### config.mk
export PLATFORM = sky130hd
export DESIGN_NAME = cfgreg_lockable_top
export DESIGN_NICKNAME = d
export VERILOG_FILES = /design/src/rtl/cfgreg_pkg.sv /design/src/rtl/cfgreg_lock_fsm.sv /design/src/rtl/cfgreg_field_bank.sv /design/src/rtl/cfgreg_lockable_top.sv
export SDC_FILE = /design/constraint.sdc
export NUM_CORES = 1
export LEC_CHECK = 0
export ABC_AREA = 1
export CORE_UTILIZATION = 36
export DETAILED_ROUTE_END_ITERATION = 16
export GPL_ROUTABILITY_DRIVEN = 0
export PLACE_DENSITY_LB_ADDON = 0.2
export REMOVE_ABC_BUFFERS = 1
export SLEW_MARGIN = 25
export SYNTH_ARGS = -nofsm -noshare
export SYNTH_HDL_FRONTEND = slang
export SYNTH_SLANG_ARGS = --single-unit
### constraint.sdc
create_clock -name clk -period 1.8 [get_ports clk]
set_clock_uncertainty 0.1 [all_clocks]
set_input_delay 0.36 -clock clk [delete_from_list [all_inputs] [get_ports clk]]
set_output_delay 0.36 -clock clk [all_outputs]
set_load 0.005 [all_outputs]
### src/rtl/cfgreg_pkg.sv
package cfgreg_pkg;
    localparam int          REG_W      = 32;
    localparam int          BYTES      = REG_W / 8;
    localparam logic [31:0] RESET_VAL  = 32'h7960_000B;
    localparam logic [31:0] RW_MASK    = 32'h7FFE_039E; // 30:17, 9:7, 4:1
    localparam logic [31:0] SET_MASK   = 32'h0000_3C00; // 13:10
    localparam logic [31:0] LOCK_MASK  = 32'h0000_C000; // 15:14
    localparam logic [31:0] BOOT_MASK  = 32'h7FEE_0396; // RW minus bits 20, 3
    localparam logic [31:0] RSVD_MASK  = 32'h8001_0061; // 31, 16, 6, 5, 0
    localparam int          LOCK_LSB   = 14;

    typedef enum logic [1:0] {
        LK_OPEN   = 2'b00,
        LK_RSVD   = 2'b01,
        LK_RELOCK = 2'b10,
        LK_PERM   = 2'b11
    } lock_e;
endpackage

### src/rtl/cfgreg_lock_fsm.sv
module cfgreg_lock_fsm
    import cfgreg_pkg::*;
(
    input  logic       clk,
    input  logic       rst_n,
    input  logic       lock_wr,
    input  logic [1:0] lock_wdata,
    output lock_e      lock_state,
    output logic       is_open,
    output logic       is_relock,
    output logic       is_perm
);
    lock_e state_q, state_d;

    always_ff @(posedge clk or negedge rst_n) begin
        if (!rst_n) state_q <= LK_OPEN;
        else        state_q <= state_d;
    end

    always_comb begin
        state_d = state_q;
        unique case (state_q)
            LK_OPEN, LK_RELOCK: begin
                if (lock_wr && (lock_wdata != LK_RSVD))
                    state_d = lock_e'(lock_wdata);
            end
            LK_PERM: state_d = LK_PERM;
            LK_RSVD: state_d = LK_RSVD;
        endcase
    end

    always_comb begin
        lock_state = state_q;
        is_open    = 1'b0;
        is_relock  = 1'b0;
        is_perm    = 1'b0;
        unique case (state_q)
            LK_OPEN:   is_open   = 1'b1;
            LK_RELOCK: is_relock = 1'b1;
            LK_PERM:   is_perm   = 1'b1;
            LK_RSVD:   ;
        endcase
    end
endmodule

### src/rtl/cfgreg_field_bank.sv
module cfgreg_field_bank
    import cfgreg_pkg::*;
#(
    parameter logic [REG_W-1:0] INIT = RESET_VAL
) (
    input  logic             clk,
    input  logic             rst_n,
    input  logic             sw_wr,
    input  logic [REG_W-1:0] sw_data,
    input  logic [BYTES-1:0] sw_be,
    input  logic             boot_ld,
    input  logic [REG_W-1:0] boot_data,
    output logic [REG_W-1:0] fields
);
    logic [REG_W-1:0] be_bits;
    logic [REG_W-1:0] fields_d;

    for (genvar b = 0; b < BYTES; b++) begin : g_lane
        assign be_bits[b*8 +: 8] = {8{sw_be[b]}};
    end

    always_comb begin
        fields_d = fields;
        if (boot_ld) begin
            fields_d = (fields & ~BOOT_MASK) | (boot_data & BOOT_MASK);
        end else if (sw_wr) begin
            fields_d = (fields & ~(RW_MASK & be_bits))
                     | (sw_data & RW_MASK & be_bits)
                     | (sw_data & SET_MASK & be_bits);
        end
    end

    always_ff @(posedge clk or negedge rst_n) begin
        if (!rst_n) fields <= INIT & ~LOCK_MASK;
        else        fields <= fields_d;
    end
endmodule

### src/rtl/cfgreg_lockable_top.sv
module cfgreg_lockable_top
    import cfgreg_pkg::*;
(
    input  logic        clk,
    input  logic        rst_n,
    input  logic        wr_en,
    input  logic [31:0] wr_data,
    input  logic [3:0]  wr_be,
    input  logic        boot_valid,
    input  logic [31:0] boot_word,
    input  logic        boot_fail,
    input  logic        boot_blank,
    input  logic        preboot_active,
    input  logic        trace_allow,
    output logic [31:0] cfg_value,
    output logic        lock_open,
    output logic        lock_relockable,
    output logic        lock_permanent,
    output logic        trace_out_en
);
    logic        boot_take;
    logic        bus_fire;
    lock_e       lock_state;
    logic [31:0] fields;

    assign boot_take = boot_valid & preboot_active & ~boot_fail & ~boot_blank;
    assign bus_fire  = wr_en & ~boot_take;

    cfgreg_lock_fsm u_lock (
        .clk        (clk),
        .rst_n      (rst_n),
        .lock_wr    (bus_fire & wr_be[LOCK_LSB/8]),
        .lock_wdata (wr_data[LOCK_LSB +: 2]),
        .lock_state (lock_state),
        .is_open    (lock_open),
        .is_relock  (lock_relockable),
        .is_perm    (lock_permanent)
    );

    cfgreg_field_bank #(.INIT(RESET_VAL)) u_bank (
        .clk       (clk),
        .rst_n     (rst_n),
        .sw_wr     (bus_fire & lock_open),
        .sw_data   (wr_data),
        .sw_be     (wr_be),
        .boot_ld   (boot_take),
        .boot_data (boot_word),
        .fields    (fields)
    );

    always_comb begin
        cfg_value = fields;
        cfg_value[LOCK_LSB +: 2] = lock_state;
    end

    assign trace_out_en = cfg_value[2] & trace_allow;
endmodule

# After elaboration in Yosys (flattened, before gate mapping)
# Cells that the tools add are included.
[totals]
in_bits = 76
out_inout_bits = 36
regBits = 34
[op_classes]
mux = 7
n_reduce_logical = 4
bitwise_logic = 17
eq_ne = 5
[op_table]
columns = ["op", "count"]
rows = [
  ["32-bit 2-to-1 mux", 2],
  ["32-bit bitwise OR", 2],
  ["14-bit by 32-bit AND with 32-bit output", 1],
  ["31-bit by 32-bit AND with 32-bit output", 1],
  ["32-bit AND", 1],
  ["31-bit inverter with 32-bit output", 1],
  ["32-bit by 31-bit bitwise OR with 32-bit output", 1],
  ["1-bit AND", 7],
  ["2-bit one-hot mux with 3 select lines", 1],
  ["2-bit == test (second input constant)", 2],
  ["2-bit by 1-bit != test with 1-bit output (second input constant)", 2],
  ["1-bit 2-to-1 mux", 3],
  ["1-bit inverter", 3],
  ["2-bit by 1-bit == test with 1-bit output (second input constant)", 1],
  ["2-bit logical NOT", 1],
  ["2-bit 2-to-1 mux", 1],
  ["2-bit nonzero test", 1],
  ["2-bit OR reduction", 1],
  ["1-bit logical AND", 1],
]

# Longest topological paths before layout
# Gate-level depths: netlist (run 1).
[depth]
ltp_word = 9
depth_mapped = 8

# Modules after synthesis
# A second synthesis (run 1) with hierarchy kept.
[unflattened]
hier_cells = 168
area_unflattened_um2 = 1483.9
[by_module_without_submodules]
columns = ["module", "area_each_um2", "cells_per_inst", "instances"]
rows = [
  ["cfgreg_field_bank", 1323.8, 140, 1],
  ["cfgreg_lock_fsm", 115.1, 16, 1],
  ["cfgreg_lockable_top", 45.0, 12, 1],
]

# Least setup slack after synthesis (run 1)
# OpenSTA, ideal clock, no wires.
[synth_path]
path_type = "flip-flop to flip-flop"
startpoint = "register u_lock.state_q[0], in the netlist u_lock.lock_state[0]"
endpoint = "register (tool-made name)"
path_slack_ns = 0.436
stages_incl_launch_ff = 8
arrival_time_ns = 1.148
t_required_ns = 1.584
period_less_slack_ns = 1.364
path_buffers = 1
cell_sequence = "dfrtp_1 nor2_4 inv_1 o21ai_2 buf_4 nand2_1 nand2_1 nand2_1"
[synth_lines]
columns = ["element", "line_no", "text"]
rows = [
  ["start, declared", "cfgreg_lock_fsm.sv:13", "lock_e state_q, state_d;"],
  ["start signal, assigned", "cfgreg_lock_fsm.sv:17", "else state_q <= state_d;"],
]

==> results.cfg, run 1 <==
[outcome]
status = completed

[pwr]
switchingPower_mw = 0.4275
p_leak_nw = 1.627
clockPowerShare = 0.225
power_density_nw_per_um2 = 571.9
p_int_mw = 1.162
seq_power_share = 0.464
comb_power_share = 0.311
swShare = 0.2689
vdd_drop_max_mv = 0.2856

[synthesis]
ys_seq_elements = 27
syn_avg_cell_area_um2 = 6.558
netlist_area_um2 = 1659
synth_cells = 253
ys_seq_area_frac = 0.4140
yosysUniqueCellTypes = 16
yosysWarnings = 0

[global_route]
antenna_found_initial = 0
track_usage = 0.1945
grt_max_degree = 28
gr-total-overflow = 0
grt_pass1_wl_um = 7762
grt_pass1_vias = 1690

[clocking]
numCtsBuffers = 3
h-tree-depth = 1
clock_latency_ns = 0.28
cts_tree = done
cts-root-buf = clkbuf_8
cts_max_path_buffers = 2
cts.sinks = 27
clk_pin_slew_worst_paths_ns = 0.10

[worst_setup_path]
crit_family = flip-flops
slowest_delay_ns = 0.54
critPathSlowestCell = dfstp_2
worst-path-buf-inv = 1
reg2reg_depth = 7
crit_cells = 1
worst-setup-path-type = flip-flop to primary output
crit_arrival_ns = 1.30
cp-end-kind = primary output
path_max_fanout = 2
crit_required_ns = 1.34
cp-start-kind = flip-flop
crit_chain = clkdlybuf4s50_1

[detailed_routing]
antenna_left = 0
routed_wl_um = 4798
wire_per_inst_um = 11.79
vias_per_cell = 4.717
dr_total_vias = 1920
drtIter0Drc = 138
drc = 0
first_pass_iters = 4

[flow_run]
drv_cap = 0

[placement]
place_inst = 400
io_buffer_count = 88
dpl.hpwl_um = 3601

[floorplan]
coreArea_um2 = 4384
num_rows = 24
start_util = 0.3784
pin_count = 112
die_y_um = 69.89
dieArea_um2 = 4884
die_x_um = 69.89

[cells_and_area]
syn_to_final_growth_pct = 67.57
finalNonFillerCells = 407
layout-drive-gt1-share = 0.1127
nFillCells = 433
antenna_cells = 0
final_nets = 432

[timing]
maxSlewViolCount = 0
grt_setup_unrepaired = false
setup_violations = 0
min_period_over_period = 0.9782
finalSetupTns_ns = 0
max_freq_mhz = 567.9
finalHoldViolCount = 0
min_period_ns = 1.761

[worst_hold_path]
hold_class = input port to async pin
## worst paths after layout
kind	slack, ns	to
min in group clk	0.37	flip-flop
min reg2reg	0.37	flip-flop
max	0.04	cfg_value[1]
max in group asynchronous	0.93	async pin
max reg2reg	0.20	flip-flop
min	0.36	async pin
## power groups by stage
stage	Clock, mW	Sequential (mW)	Combinational (mW)
floorplan	0	0.755	0.133
global placement	0	0.748	0.492
detailed placement	0	0.750	0.500
CTS	0.373	0.739	0.500
global route	0.401	0.746	0.543
finish	0.358	0.737	0.494
## cells in the final DEF (no fill, tap or decap)
cell type and n:
a21oi_1 2, buf_12 1, buf_4 21, clkbuf_8 3, clkdlybuf4s50_1 77, clkinvlp_4 1, conb_1 5, dfrtp_1 16
dfrtp_2 2, dfstp_2 9, dlygate4sd2_1 3, dlymetal6s2s_1 8, inv_1 31, nand2_1 124, nand2_2 1, nand3_1 39
nand4_1 4, nor2_1 2, nor2_4 1, o21ai_4 1, o21bai_1 4
## final cells by class
cell class | instances | area [um2] | area share
timing repair buffer | 110 | 1075 | 0.3866
inverter | 31 | 116.4 | 0.04185
clock buffer | 3 | 41.29 | 0.01485
tap | 52 | 65.06 | 0.02340
multi-input combinational | 183 | 785.8 | 0.2826
clock inverter | 1 | 7.507 | 0.002700
sequential | 27 | 689.4 | 0.2480
## Yosys cell counts, drive strengths merged
cell	instances	area share
o21ai	1	0.0053
nand3	39	0.12
o21bai	4	0.018
nor2	3	0.011
clkbuf	3	0.0068
conb	2	0.0045
inv	31	0.070
dfstp	9	0.14
dfrtp	18	0.27
buf	12	0.047
a21oi	2	0.0060
nand2	125	0.28
nand4	4	0.015
## cell families after synthesis
group                  after synthesis  synth area share
flip-flops                          27            0.4140
AND/OR/NAND/NOR                    171            0.4284
other                                2          0.004527
AO/OA/AOI/OAI                        7           0.02941
buffers and inverters               46            0.1237
## what timing repair did
item,4_1_cts,5_1_grt
endpoints found under the setup margin,4,16
hold buffers,0,0
buffers inserted,1,2
gates resized for setup,5,9
pin swaps,1,0
## stage by stage
stage | worst slack, ns | utilization | hold WS (ns) | instance area [um2] | total power [mW]
floorplan | -0.6928 | - | -0.03559 | 1582 | 0.8875
detailed placement | -0.1356 | 0.6119 | 0.3552 | 2683 | 1.250
global placement | -0.1193 | 0.6119 | 0.3506 | 2683 | 1.241
finish | 0.03920 | 0.6341 | 0.3560 | 2780 | 1.590
global route | 0.003310 | 0.6341 | 0.3916 | 2780 | 1.690
CTS | 0.00006262 | 0.6244 | 0.3653 | 2738 | 1.612
## layer usage
| metal | up-vias | part of all wire | wire (um) | GRT usage |
|---|---|---|---|---|
| met3 | 2 | 0.065 | 311 | 0.02886 |
| met2 | 68 | 0.48 | 2290 | 0.3291 |
| li1 | 969 | - | - | - |
| met5 | - | 0 | 0 | 0 |
| met1 | 881 | 0.45 | 2171 | 0.2615 |
| met4 | 0 | 0.0050 | 24 | 0.04667 |
Note: power is estimated with default switching activity, not from simulation.
==> inputs of run 2 (changes only) <==
--- a/config.mk
+++ b/config.mk
@@ -11,7 +11,7 @@
 export GPL_ROUTABILITY_DRIVEN = 0
 export PLACE_DENSITY_LB_ADDON = 0.2
 export REMOVE_ABC_BUFFERS = 1
-export SLEW_MARGIN = 25
+export SLEW_MARGIN = 40
 export SYNTH_ARGS = -nofsm -noshare
 export SYNTH_HDL_FRONTEND = slang
 export SYNTH_SLANG_ARGS = --single-unit
==> results of run 2 <==
Same layout as run 1: the final DEF is identical, and so are final timing and power.
